$ cat src/rtl/xbarb_pkg.sv
package xbarb_pkg;

  typedef enum logic [1:0] {
    OWN_NONE = 2'd0,
    OWN_DMA  = 2'd1,
    OWN_CPU  = 2'd2,
    OWN_IO   = 2'd3
  } owner_e;

  // strobes from control to datapath
  typedef struct packed {
    logic   start;
    owner_e who;
  } strobe_t;

endpackage

$ cat src/rtl/xbarb_ctrl.sv
module xbarb_ctrl
  import xbarb_pkg::*;
(
  input  logic    clk,
  input  logic    rstN,
  input  logic    dmaReq,
  input  logic    cpuReq,
  input  logic    ioReq,
  input  logic    holdReq,
  input  logic    holdMode,
  input  logic    lastBeat,
  output owner_e  owner,
  output strobe_t strobe,
  output logic    holdAck,
  output logic    cpuHalt
);

  logic   lastDma;
  logic   takeHold;
  logic   busFree;
  owner_e pick;

  // fixed priority with a toggling tie-break between DMA and program/data
  always_comb begin
    pick = OWN_NONE;
    if (dmaReq && cpuReq) pick = lastDma ? OWN_CPU : OWN_DMA;
    else if (dmaReq)      pick = OWN_DMA;
    else if (cpuReq)      pick = OWN_CPU;
    else if (ioReq)       pick = OWN_IO;
  end

  always_comb begin
    busFree      = (owner == OWN_NONE) && !holdAck;
    strobe.start = 1'b0;
    strobe.who   = OWN_NONE;
    takeHold     = 1'b0;
    if (busFree) begin
      if (holdReq) begin
        // drain pending DMA before releasing the bus
        if (dmaReq) begin
          strobe.start = 1'b1;
          strobe.who   = OWN_DMA;
        end else begin
          takeHold = 1'b1;
        end
      end else if (pick != OWN_NONE) begin
        strobe.start = 1'b1;
        strobe.who   = pick;
      end
    end
  end

  always_ff @(posedge clk) begin
    if (!rstN) begin
      owner   <= OWN_NONE;
      holdAck <= 1'b0;
      lastDma <= 1'b0;
    end else begin
      if (strobe.start) begin
        owner <= strobe.who;
        if (strobe.who == OWN_DMA)      lastDma <= 1'b1;
        else if (strobe.who == OWN_CPU) lastDma <= 1'b0;
      end else if (owner != OWN_NONE && lastBeat) begin
        owner <= OWN_NONE;
      end
      if (takeHold)                holdAck <= 1'b1;
      else if (holdAck && !holdReq) holdAck <= 1'b0;
    end
  end

  assign cpuHalt = holdAck && holdMode;

  // a running cycle keeps its owner until its last beat
  a_r6_no_preempt: assert property (@(posedge clk) disable iff (!rstN)
    (owner != OWN_NONE && !lastBeat) |=> (owner == $past(owner)));

  // the cycle after a last beat is always free
  a_r6_idle_gap: assert property (@(posedge clk) disable iff (!rstN)
    (owner != OWN_NONE && lastBeat) |=> (owner == OWN_NONE));

  // acknowledge only after a cycle with hold asked and no DMA pending
  a_r8_drain_first: assert property (@(posedge clk) disable iff (!rstN)
    $rose(holdAck) |-> ($past(holdReq) && !$past(dmaReq)));

  // nobody owns the bus during hold
  a_r9_idle_in_hold: assert property (@(posedge clk) disable iff (!rstN)
    holdAck |-> (owner == OWN_NONE));

  // release follows a sampled low hold request
  a_r10_release: assert property (@(posedge clk) disable iff (!rstN)
    (holdAck && !holdReq) |=> !holdAck);

endmodule

$ cat src/rtl/xbarb_dpath.sv
module xbarb_dpath
  import xbarb_pkg::*;
#(
  parameter int AW         = 16,
  parameter int DMA_WR_LEN = 9,
  parameter int DMA_RD_LEN = 13,
  parameter int CPU_LEN    = 2,
  parameter int IO_LEN     = 4
) (
  input  logic          clk,
  input  logic          rstN,
  input  strobe_t       strobe,
  input  owner_e        owner,
  input  logic          dmaWrite,
  input  logic [AW-1:0] dmaAddr,
  input  logic          cpuWrite,
  input  logic [AW-1:0] cpuAddr,
  input  logic          ioWrite,
  input  logic [AW-1:0] ioAddr,
  output logic          lastBeat,
  output logic          grantDma,
  output logic          grantCpu,
  output logic          grantIo,
  output logic          extOe,
  output logic          extWe,
  output logic [AW-1:0] extAddr
);

  localparam int MaxA   = (DMA_WR_LEN > DMA_RD_LEN) ? DMA_WR_LEN : DMA_RD_LEN;
  localparam int MaxB   = (CPU_LEN > IO_LEN) ? CPU_LEN : IO_LEN;
  localparam int MaxLen = (MaxA > MaxB) ? MaxA : MaxB;
  localparam int CW     = $clog2(MaxLen + 1);

  logic [CW-1:0] beatsLeft;
  logic [CW-1:0] loadVal;
  logic          weQ;
  logic [AW-1:0] addrQ;
  logic          weNext;
  logic [AW-1:0] addrNext;

  always_comb begin
    loadVal  = '0;
    weNext   = 1'b0;
    addrNext = '0;
    case (strobe.who)
      OWN_DMA: begin
        loadVal  = dmaWrite ? CW'(DMA_WR_LEN - 1) : CW'(DMA_RD_LEN - 1);
        weNext   = dmaWrite;
        addrNext = dmaAddr;
      end
      OWN_CPU: begin
        loadVal  = CW'(CPU_LEN - 1);
        weNext   = cpuWrite;
        addrNext = cpuAddr;
      end
      OWN_IO: begin
        loadVal  = CW'(IO_LEN - 1);
        weNext   = ioWrite;
        addrNext = ioAddr;
      end
      default: ;
    endcase
  end

  always_ff @(posedge clk) begin
    if (!rstN) begin
      beatsLeft <= '0;
      weQ       <= 1'b0;
      addrQ     <= '0;
    end else if (strobe.start) begin
      beatsLeft <= loadVal;
      weQ       <= weNext;
      addrQ     <= addrNext;
    end else if (beatsLeft != '0) begin
      beatsLeft <= beatsLeft - 1'b1;
    end
  end

  assign lastBeat = (beatsLeft == '0);
  assign grantDma = (owner == OWN_DMA);
  assign grantCpu = (owner == OWN_CPU);
  assign grantIo  = (owner == OWN_IO);
  assign extOe    = (owner != OWN_NONE);
  assign extWe    = extOe && weQ;
  assign extAddr  = extOe ? addrQ : '0;

  // address and direction hold steady through a granted cycle
  a_r5_stable_cycle: assert property (@(posedge clk) disable iff (!rstN)
    (extOe && !lastBeat) |=> ($stable(extAddr) && $stable(extWe)));

endmodule

$ cat src/rtl/xbus_arbiter.sv
module xbus_arbiter
  import xbarb_pkg::*;
#(
  parameter int AW         = 16,
  parameter int DMA_WR_LEN = 9,
  parameter int DMA_RD_LEN = 13,
  parameter int CPU_LEN    = 2,
  parameter int IO_LEN     = 4
) (
  input  logic          clk,
  input  logic          rstN,
  input  logic          dmaReq,
  input  logic          dmaWrite,
  input  logic [AW-1:0] dmaAddr,
  input  logic          cpuReq,
  input  logic          cpuWrite,
  input  logic [AW-1:0] cpuAddr,
  input  logic          ioReq,
  input  logic          ioWrite,
  input  logic [AW-1:0] ioAddr,
  input  logic          holdReq,
  input  logic          holdMode,
  output logic          grantDma,
  output logic          grantCpu,
  output logic          grantIo,
  output logic          waitDma,
  output logic          waitCpu,
  output logic          waitIo,
  output logic          holdAck,
  output logic          cpuHalt,
  output logic          extOe,
  output logic          extWe,
  output logic [AW-1:0] extAddr
);

  owner_e  owner;
  strobe_t strobe;
  logic    lastBeat;

  xbarb_ctrl u_ctrl (
    .clk      (clk),
    .rstN     (rstN),
    .dmaReq   (dmaReq),
    .cpuReq   (cpuReq),
    .ioReq    (ioReq),
    .holdReq  (holdReq),
    .holdMode (holdMode),
    .lastBeat (lastBeat),
    .owner    (owner),
    .strobe   (strobe),
    .holdAck  (holdAck),
    .cpuHalt  (cpuHalt)
  );

  xbarb_dpath #(
    .AW         (AW),
    .DMA_WR_LEN (DMA_WR_LEN),
    .DMA_RD_LEN (DMA_RD_LEN),
    .CPU_LEN    (CPU_LEN),
    .IO_LEN     (IO_LEN)
  ) u_dpath (
    .clk      (clk),
    .rstN     (rstN),
    .strobe   (strobe),
    .owner    (owner),
    .dmaWrite (dmaWrite),
    .dmaAddr  (dmaAddr),
    .cpuWrite (cpuWrite),
    .cpuAddr  (cpuAddr),
    .ioWrite  (ioWrite),
    .ioAddr   (ioAddr),
    .lastBeat (lastBeat),
    .grantDma (grantDma),
    .grantCpu (grantCpu),
    .grantIo  (grantIo),
    .extOe    (extOe),
    .extWe    (extWe),
    .extAddr  (extAddr)
  );

  // stall whoever asks but does not own the bus
  assign waitDma = dmaReq && !grantDma;
  assign waitCpu = cpuReq && !grantCpu;
  assign waitIo  = ioReq  && !grantIo;

  // a single owner at a time
  a_r2_one_grant: assert property (@(posedge clk) disable iff (!rstN)
    $onehot0({grantDma, grantCpu, grantIo}));

  // processor ports never win while hold is being requested
  a_r8_no_cpu_in_hold: assert property (@(posedge clk) disable iff (!rstN)
    ($rose(grantCpu) || $rose(grantIo)) |-> !$past(holdReq));

endmodule

$ cat config.mk
export PLATFORM = sky130hd
export DESIGN_NAME = xbus_arbiter
export DESIGN_NICKNAME = d
export VERILOG_FILES = /design/src/rtl/xbarb_pkg.sv /design/src/rtl/xbarb_ctrl.sv /design/src/rtl/xbarb_dpath.sv /design/src/rtl/xbus_arbiter.sv
export SDC_FILE = /design/constraint.sdc
export NUM_CORES = 1
export LEC_CHECK = 0
export ABC_AREA = 0
export CAP_MARGIN = 20
export CORE_UTILIZATION = 48
export CTS_CLUSTER_DIAMETER = 40
export DETAILED_ROUTE_END_ITERATION = 10
export DONT_BUFFER_PORTS = 1
export GPL_TIMING_DRIVEN = 0
export HOLD_SLACK_MARGIN = 0.12
export PLACE_DENSITY = 0.7
export SYNTH_ARGS = -nofsm -noshare
export SYNTH_HDL_FRONTEND = slang
export SYNTH_SLANG_ARGS = --single-unit
$ cat constraint.sdc
create_clock -name clk -period 2.5 [get_ports clk]
set_input_delay 0.75 -clock clk [delete_from_list [all_inputs] [get_ports clk]]
set_output_delay 0.75 -clock clk [all_outputs]
set_load 0.03 [all_outputs]
==> results of run 1 <==
worst reg2reg max path: stages (launching register included):
cell       delay [ns]
dfxtp_1          0.46
nor3_2           0.28
o2111ai_1        0.29
ha_1             0.27
nor2b_1          0.10
clkbuf_1         0.38
clkbuf_4         0.31
nand3b_1         0.09
o21ai_0          0.08
through the flow:
step                      setup slack (ns)  utilization  hold WS, ns  instances  area, µm²
after CTS                          0.01965       0.5456       0.4691        237       1693
after global routing             0.0005947       0.5492       0.4938        236       1704
final                              0.08252       0.5492       0.4675        236       1704
after detailed placement           -0.2964       0.5359       0.4445        234       1663
after global placement             -0.2131       0.5359       0.4330        234       1663
after floorplan                    0.09765            -       0.4238        190       1608
cell usage after synthesis:
master	count	area share
and2b_1	4	0.019
buf_4	1	0.0047
o21bai_1	1	0.0047
a222oi_1	17	0.11
buf_2	7	0.022
mux2i_1	1	0.0062
dfxtp_1	25	0.31
nand3b_1	17	0.079
a211oi_1	1	0.0047
inv_1	8	0.019
a31o_2	1	0.0054
nor3b_1	1	0.0047
o21ai_0	20	0.062
or3b_1	1	0.0054
and2_1	2	0.0078
a41o_1	1	0.0062
clkbuf_4	1	0.0047
a21boi_2	1	0.0070
a21boi_4	1	0.012
nand4b_1	1	0.0054
a21o_1	1	0.0047
clkbuf_1	5	0.012
nor3_2	1	0.0062
o211ai_2	1	0.0078
nor3_1	1	0.0031
or2_2	1	0.0039
nand2_1	22	0.051
nor2b_1	20	0.078
a211o_1	1	0.0054
nor2_1	5	0.012
o21ai_1	3	0.0093
nand3_1	1	0.0031
a21boi_0	2	0.0093
a21oi_1	1	0.0031
o2111ai_1	1	0.0054
o211a_1	1	0.0062
buf_6	3	0.021
ha_1	8	0.062
per-layer routing:
metal	share of wire	global-route usage	vias to the layer above
met5	0	0	-
li1	-	-	698
met3	0.069	0.03463	2
met4	0.0046	0.07309	0
met1	0.43	0.3032	709
met2	0.50	0.3921	61
final timing paths:
| path | depth (start not counted) | end | slack (ns) | startpoint |
|---|---|---|---|---|
| hold reg to reg | 2 | u_dpath.addrQ[12] | 0.47 | u_dpath.addrQ[12] |
| setup / recovery | 2 | waitCpu | 0.08 | u_ctrl.owner[1] |
| hold / removal | 2 | u_dpath.addrQ[12] | 0.47 | u_dpath.addrQ[12] |
| setup reg to reg | 8 | u_dpath.addrQ[9] | 0.19 | u_ctrl.holdAck |
cell type report:
cell class / count / area [µm²] / share of cell area
Tap cell: 44 / 55.05 / 0.03231
Sequential cell: 25 / 500.5 / 0.2937
Inverter: 8 / 30.03 / 0.01762
Clock inverter: 1 / 7.507 / 0.004405
Clock buffer: 3 / 22.52 / 0.01322
Buffer: 15 / 96.34 / 0.05653
Multi-Input combinational cell: 140 / 992.2 / 0.5822
where the power goes:
group	switching (mW)	internal [mW]	leakage (nW)	total, mW
sequential	0.0413	0.443	0.203	0.484
clock	0.130	0.0611	0.0139	0.191
combinational	0.299	0.213	0.433	0.512
total	0.470	0.717	0.649	1.19
registers in the layout (all words and copies together) (netlist names):
register,flops
u_dpath.addrQ,16
u_ctrl.holdAck,1
u_dpath.weQ,1
u_ctrl.lastDma,1
u_dpath.beatsLeft,4
u_ctrl.owner,2
kinds of logic after synthesis:
family	after synthesis	synth area share
buffers and inverters	25	0.08249
adder cells (fa/ha/maj)	8	0.06226
multiplexers	1	0.006226
AO/OA/AOI/OAI	54	0.2591
AND/OR/NAND/NOR	77	0.2786
flip-flops	25	0.3113
==> results.yml, run 1 <==
drt:
  viasPerCell: 6.229
  wl_um: 4143
  post-route-drc-count: 0
  vias: 1470
  routedWlPerCell_um: 17.56
  drt_first_iter_violations: 150
  dr.pass1.iters: 5
  ant_nets: 0
power_and_ir_drop:
  power_mw: 1.187
  power.leakage_nw: 0.6494
  ir_drop_v: 0.0003291
  powerDensity_nw_per_um2: 696.8
synth:
  syn-cell-area_um2: 1608
  syn-num-nets: 256
  synth_cell_type_count: 38
  syn_area_per_cell_um2: 8.462
  ys_seq_area_frac: 0.3113
  synthCells: 190
  ys_warn_count: 0
  ys_seq_elements: 25
sta:
  hold_viol: 0
  min_period_over_period: 0.9670
  rsz0062_at_grt: "true"
  tightest_slew_ns: 0.6213
  finalSetupViolations: 0
  setup_tns_ns: 0
  slew_headroom: 0.5850
  clock.fmax_ghz: 0.4137
  skew_ns: 0.01464
  maxSlewViolCount: 0
  finalCriticalPeriod_ns: 2.417
worst_setup_path:
  crit_chain: "nor2b_1 -> nor2b_1"
  slowest_stage: "nor2b_1"
  worstPathArrival_ns: 1.67
  path_buf_inv: 0
  crit_fanout: 6
  critPathTopFamily: "simple AND/OR/NAND/NOR gates"
  cpMostUsedCell: "nor2b_1"
  start_kind: "flip-flop"
  cp_slowest_stage_delay_ns: 0.56
  worstPathRequired_ns: 1.75
  path_class: "flip-flop to output port"
  cp-end-kind: "output port"
place:
  hpwl_um: 3117
  gp_congestion: 0.7420
  portBuffers: 0
cells_and_area:
  drive_above_1_share: 0.1458
  area.growth.synth_to_final_pct: 5.992
  finalNetCount: 259
  final_common_cell: "dfxtp_1"
  layout_common_cells: "dfxtp_1 (25), nand2_1 (22), o21ai_0 (20), nor2b_1 (18)"
  antenna_cells: 0
  nFillCells: 315
global_routing:
  antenna_found_initial: 0
  grt_pass1_vias: 1384
  grt_max_degree: 16
  grt-ovfl-total: 0
  grt_pass1_wl_um: 6320
  track_usage: 0.2323
clock_network:
  cts_resized: 2
  cts_tree: "done"
  post_cts_buffers: 0
  insertion_delay_ns: 0.33
  cts_inserted_buffers: 3
  clk_path_buf_depth: 2
  cts.sinks: 25
  root_buffer: "clkbuf_4"
  cts_hold_buffers: 0
  cts_htree_levels: 1
  path_clk_slew_ns: 0.16
worst_hold_path:
  hold_path_class: "flip-flop to flip-flop"
die:
  die_area_um2: 3585
  fp-row-count: 20
  coreArea_um2: 3103
  die_h_um: 59.88
  initial_utilization: 0.5181
  die_x_um: 59.88
  pin_count: 84
run_status:
  status: "finished clean"
flow_run:
  max_cap_viol_count: 0
No activity file was read; power rests on OpenSTA's default activity.
==> run 2: changes to the inputs <==
--- a/config.mk
+++ b/config.mk
@@ -7,13 +7,13 @@
 export LEC_CHECK = 0
 export ABC_AREA = 0
 export CAP_MARGIN = 20
-export CORE_UTILIZATION = 48
+export CORE_UTILIZATION = 28
 export CTS_CLUSTER_DIAMETER = 40
 export DETAILED_ROUTE_END_ITERATION = 10
 export DONT_BUFFER_PORTS = 1
 export GPL_TIMING_DRIVEN = 0
 export HOLD_SLACK_MARGIN = 0.12
-export PLACE_DENSITY = 0.7
+export PLACE_DENSITY = 0.48
 export SYNTH_ARGS = -nofsm -noshare
 export SYNTH_HDL_FRONTEND = slang
 export SYNTH_SLANG_ARGS = --single-unit
==> results.yml, run 2 (synthesized netlist as in run 1, its figures left out) <==
cells_and_area:
  drive_above_1_share: 0.1302
  area.growth.synth_to_final_pct: 9.105
  design_area_um2: 1754
  top_register: "u_dpath.addrQ"
  top_regs: "u_dpath.addrQ (16), u_dpath.beatsLeft (4), u_ctrl.owner (2)"
  layout_common_cells: "dfxtp_1 (25), nand2_1 (22), o21ai_0 (20), nor2b_1 (20)"
  antenna_cells: 0
  final_common_cell: "dfxtp_1"
  fin_cells: 264
  finalNetCount: 259
  largest_reg_flops: 16
worst_setup_path:
  worstPathRequired_ns: 1.75
  cp-end-kind: "output port"
  worstPathArrival_ns: 1.62
  start_kind: "flip-flop"
  timing.rr.start: "u_ctrl.holdAck"
  r2r_cells: 8
  timing.rr.end: "u_dpath.addrQ[14]"
  crit_fanout: 10
  cp_slowest_stage_delay_ns: 0.54
  r2r_slack_ns: 0.22
  slowest_stage: "nor2b_1"
  setup.worst_path.start: "u_ctrl.owner[1]"
  path_class: "flip-flop to output port"
  crit_chain: "nor2_4 -> clkbuf_2 -> nor2b_1"
clock_network:
  cts.sinks: 25
  clk_path_buf_depth: 2
  cts_htree_levels: 1
  path_clk_slew_ns: 0.10
  cts_inserted_buffers: 3
  cts_resized: 3
  insertion_delay_ns: 0.27
  cts_hold_buffers: 0
  cts_tree: "done"
  post_cts_buffers: 0
  root_buffer: "clkbuf_8"
place:
  dpl_worst_slack_ns: -0.3463
  portBuffers: 0
  hpwl_um: 3187
  placed_area_um2: 1698
  gp_congestion: 0.7873
  place_inst: 262
die:
  coreArea_um2: 5507
  fp-row-count: 27
  initial_utilization: 0.2920
  die_area_um2: 6049
  pin_count: 84
  die_h_um: 77.78
  die_x_um: 77.78
sta:
  finalCriticalPeriod_ns: 2.375
  slew_headroom: 0.5819
  tightest_slew_ns: 0.6259
  hold_viol: 0
  worst_slack_ns: 0.1251
  clock.fmax_ghz: 0.4211
  min_period_over_period: 0.9500
  maxSlewViolCount: 0
  rsz0062_at_grt: "false"
  finalSetupViolations: 0
  skew_ns: 0.002738
  hold-worst-slack_ns: 0.4535
drt:
  post-route-drc-count: 0
  vias: 1394
  wl_um: 4265
  routedWlPerCell_um: 16.16
  dr.pass1.iters: 6
  viasPerCell: 5.280
  drt_first_iter_violations: 93
  ant_nets: 0
worst_hold_path:
  hold_path_class: "flip-flop to flip-flop"
  hold_path_depth: 2
  min_to: "u_dpath.addrQ[4]"
  min_from: "u_dpath.addrQ[4]"
power_and_ir_drop:
  switchingPower_mw: 0.4808
  powerDensity_nw_per_um2: 711.7
  power.leakage_nw: 0.6622
  internal-power_mw: 0.7677
  p_sw_frac: 0.3851
  p_clk_frac: 0.205
  ir_drop_v: 0.0002354
  power_mw: 1.249
  p_comb_frac: 0.409
  seqPwrFrac: 0.386
flow_run:
  max_cap_viol_count: 0
run_status:
  status: "finished clean"
global_routing:
  antenna_found_initial: 0
  grt_pass1_vias: 1245
  grt_pass1_wl_um: 6361
  track_usage: 0.1355
  grt-ovfl-total: 0
  grt_max_degree: 16
[run 2: changes by cell type in the layout (fill, tap and decap cells not counted)]
cell	change
nor2b_1	+2
clkbuf_8	+3
clkbuf_4	-3
ha_2	-2
o2111ai_1	-1
nor2b_2	-2
o2111ai_2	+1
ha_1	+2
[run 2: final cells by class]
| type | count | area (µm²) |
|---|---|---|
| plain buffers | 15 | 96.34 |
| clock buffers | 3 | 41.29 |
| clock inverters | 1 | 7.507 |
| fillers | 575 | 3752 |
| inverters | 8 | 30.03 |
| multi-input cells | 140 | 988.4 |
| flip-flops and latches | 25 | 500.5 |
| well taps | 72 | 90.09 |
[run 2: worst max path at each step]
stage / endpoint
detailed placement: u_dpath.addrQ[14]
global route: u_dpath.addrQ[2]
CTS: u_dpath.addrQ[14]
finish: extAddr[13]
global placement: u_dpath.addrQ[14]
floorplan: u_dpath.addrQ[10]
[run 2: per-layer routing]
layer  track usage  wire length (µm)  vias to the layer above
met2        0.2248              2146                       33
li1              -                 -                      698
met5             0                 0                        -
met4       0.05094                 0                        0
met3       0.01647               190                        0
met1        0.1783              1928                      663
[run 2: stage by stage]
stage | utilization | TNS, ns
6_report | 0.3186 | 0
3_5_place_dp | 0.3083 | -3.440
3_3_place_gp | 0.3083 | -3.565
5_1_grt | 0.3186 | 0
4_1_cts | 0.3190 | 0
2_1_floorplan | - | 0
[run 2: power groups by stage]
| stage | sequential, mW | clock (mW) | combinational (mW) |
|---|---|---|---|
| floorplan | 0.479 | 0 | 0.418 |
| CTS | 0.481 | 0.264 | 0.517 |
| finish | 0.482 | 0.255 | 0.511 |
| global route | 0.491 | 0.278 | 0.576 |
| detailed placement | 0.489 | 0 | 0.513 |
| global placement | 0.489 | 0 | 0.511 |
[run 2: critical path: cells and delay by family, from the launching register on]
kind	cells	cell delay, ns
and+or+nand+nor	2	0.66
DFF	1	0.48
buffers and inverters	1	0.21
==> run 3: changes to the inputs <==
--- a/config.mk
+++ b/config.mk
@@ -7,6 +7,7 @@
 export LEC_CHECK = 0
 export ABC_AREA = 0
 export CAP_MARGIN = 20
+export CORE_MARGIN = 4
 export CORE_UTILIZATION = 28
 export CTS_CLUSTER_DIAMETER = 40
 export DETAILED_ROUTE_END_ITERATION = 10
@@ -16,4 +17,5 @@
 export PLACE_DENSITY = 0.48
 export SYNTH_ARGS = -nofsm -noshare
 export SYNTH_HDL_FRONTEND = slang
+export SYNTH_HIERARCHICAL = 1
 export SYNTH_SLANG_ARGS = --single-unit
==> results.yml, run 3 <==
run_status:
  status: "finished clean"
drt:
  drt_first_iter_violations: 49
  vias: 1332
  viasPerCell: 5.183
  wl_um: 4227
  post-route-drc-count: 0
  dr.pass1.iters: 4
  ant_nets: 0
  routedWlPerCell_um: 16.45
worst_setup_path:
  crit_fanout: 10
  timing.rr.start: "u_ctrl/holdAck"
  r2r_slack_ns: 0.14
  timing.rr.end: "u_dpath/weQ"
  r2r_cells: 6
  start_kind: "flip-flop"
  worstPathRequired_ns: 2.65
  cp_slowest_stage_delay_ns: 0.45
  crit_chain: "or3_4 -> a2111oi_4 -> buf_4 -> mux2_2 -> a22oi_1 -> a21oi_1"
  slowest_stage: "or3_4"
  cp-end-kind: "flip-flop"
  worstPathArrival_ns: 2.51
  path_class: "flip-flop to flip-flop"
synth:
  synthCells: 181
  synth_most_common_cell: "dfxtp_1"
  ys_seq_area_frac: 0.3150
  synth_cell_type_count: 38
  async_reset_ff_frac: 0
  synth_area_leaders: "dfxtp_1 (31%), mux2_2 (13%), a22oi_1 (7.6%), o21ai_0 (6.6%), nor2b_1 (5.5%)"
  syn_area_per_cell_um2: 8.779
  synth_edf_count: 0
  yosysTopAreaCell: "dfxtp_1"
  ys_warn_count: 6
  synthTopCellsByCount: "dfxtp_1 (25), o21ai_0 (21), mux2_2 (18), a21oi_1 (17), a22oi_1 (16)"
  syn-cell-area_um2: 1589
  ys_seq_elements: 25
  yosysTopAreaCellShare: 0.3150
  synth_top_flop_cell: "dfxtp_1"
  syn-num-nets: 241
clock_network:
  insertion_delay_ns: 0.27
  cts_tree: "done"
  post_cts_buffers: 0
  cts_inserted_buffers: 3
  cts.sinks: 25
  cts_htree_levels: 1
  clk_path_buf_depth: 2
  path_clk_slew_ns: 0.09
  cts_resized: 2
  root_buffer: "clkbuf_8"
  cts_hold_buffers: 0
global_routing:
  grt_pass1_vias: 1267
  track_usage: 0.1193
  grt_pass1_wl_um: 6741
  grt_max_degree: 14
  antenna_found_initial: 0
  grt-ovfl-total: 0
power_and_ir_drop:
  power_mw: 1.291
  powerDensity_nw_per_um2: 741.3
  power.leakage_nw: 0.6794
  ir_drop_v: 0.0002902
cells_and_area:
  layout_common_cells: "dfxtp_1 (25), o21ai_0 (21), mux2_2 (18), a21oi_1 (17), a22oi_1 (16)"
  antenna_cells: 0
  top_regs: "u_dpath/addrQ (16), u_dpath/beatsLeft (4), u_ctrl/owner (2)"
  finalNetCount: 246
  area.growth.synth_to_final_pct: 9.606
  nFillCells: 581
  top_register: "u_dpath/addrQ"
  drive_above_1_share: 0.2000
  final_common_cell: "dfxtp_1"
  largest_reg_flops: 16
sta:
  finalSetupViolations: 0
  min_period_over_period: 0.9445
  rsz0062_at_grt: "false"
  tightest_slew_ns: 0.7508
  skew_ns: 0.008068
  slew_headroom: 0.4984
  finalCriticalPeriod_ns: 2.361
  setup_tns_ns: 0
  maxSlewViolCount: 0
  hold_viol: 0
  clock.fmax_ghz: 0.4235
die:
  die_h_um: 83.34
  fp-row-count: 27
  initial_utilization: 0.2886
  die_area_um2: 6945
  coreArea_um2: 5507
  die_x_um: 83.34
  pin_count: 84
place:
  hpwl_um: 3294
  gp_congestion: 0.7512
  portBuffers: 0
worst_hold_path:
  min_from: "u_ctrl/lastDma"
  hold_path_class: "flip-flop to flip-flop"
  min_to: "u_ctrl/lastDma"
  hold_path_depth: 2
flow_run:
  max_cap_viol_count: 0
-- run 3: layer usage --
| metal | vias to the layer above | share of wire | track usage |
|---|---|---|---|
| li1 | 657 | - | - |
| met5 | - | 0 | 0 |
| met3 | 7 | 0.067 | 0.03770 |
| met4 | 0 | 0.018 | 0.03863 |
| met1 | 623 | 0.43 | 0.1509 |
| met2 | 45 | 0.49 | 0.1917 |
-- run 3: logic make-up (layout without fill, tap and decap cells) --
family / after synthesis / count (layout) / synth area share
AO/OA/AOI/OAI: 62 / 62 / 0.2496
AND/OR/NAND/NOR: 54 / 54 / 0.2260
flip-flops: 25 / 25 / 0.3150
multiplexers: 19 / 19 / 0.1339
buffers and inverters: 19 / 23 / 0.05984
adder cells (fa/ha/maj): 2 / 2 / 0.01575
-- run 3: final cells by class --
cell class / instances / area, µm² / share of cell area
multi-input cells: 137 / 1006 / 0.5776
flip-flops and latches: 25 / 500.5 / 0.2874
well taps: 72 / 90.09 / 0.05172
plain buffers: 13 / 77.57 / 0.04454
clock buffers: 4 / 45.04 / 0.02586
inverters: 6 / 22.52 / 0.01293
-- run 3: metrics by stage --
step / hold WS, ns / util / setup slack, ns / cell area, µm² / std cells
6_report: 0.4803 / 0.3163 / 0.1389 / 1742 / 257
3_5_place_dp: 0.4724 / 0.3049 / 0.04335 / 1679 / 253
5_1_grt: 0.5074 / 0.3163 / 0.005344 / 1742 / 257
3_3_place_gp: 0.4682 / 0.3049 / 0.05574 / 1679 / 253
2_1_floorplan: 0.4513 / - / 0.2914 / 1589 / 181
4_1_cts: 0.4855 / 0.3138 / 0.04248 / 1728 / 257
-- run 3: worst max-delay path: cells and delay by family (launching register included) --
family,cells,cell delay [ns]
flops,1,0.43
simple gates,1,0.45
mux,1,0.35
buf+inv,1,0.29
compound gates,3,0.72
-- run 3: power breakdown --
| group | leakage [nW] | internal, mW | switching, mW | total [mW] |
|---|---|---|---|---|
| Sequential | 0.206 | 0.473 | 0.0452 | 0.518 |
| Clock | 0.0228 | 0.114 | 0.129 | 0.243 |
| Combinational | 0.450 | 0.210 | 0.320 | 0.530 |
| Total | 0.679 | 0.797 | 0.494 | 1.29 |
-- run 3: worst max-delay path by stage --
stage,cells past startpoint,slack (ns),startpoint,endpoint
global route,6,0.005,u_ctrl/holdAck,u_dpath/addrQ[6]
CTS,6,0.04,u_ctrl/holdAck,u_dpath/weQ
global placement,6,0.06,cpuReq,u_dpath/weQ
floorplan,6,0.29,cpuReq,u_dpath/addrQ[11]
finish,6,0.14,u_ctrl/holdAck,u_dpath/weQ
detailed placement,6,0.04,cpuReq,u_dpath/weQ
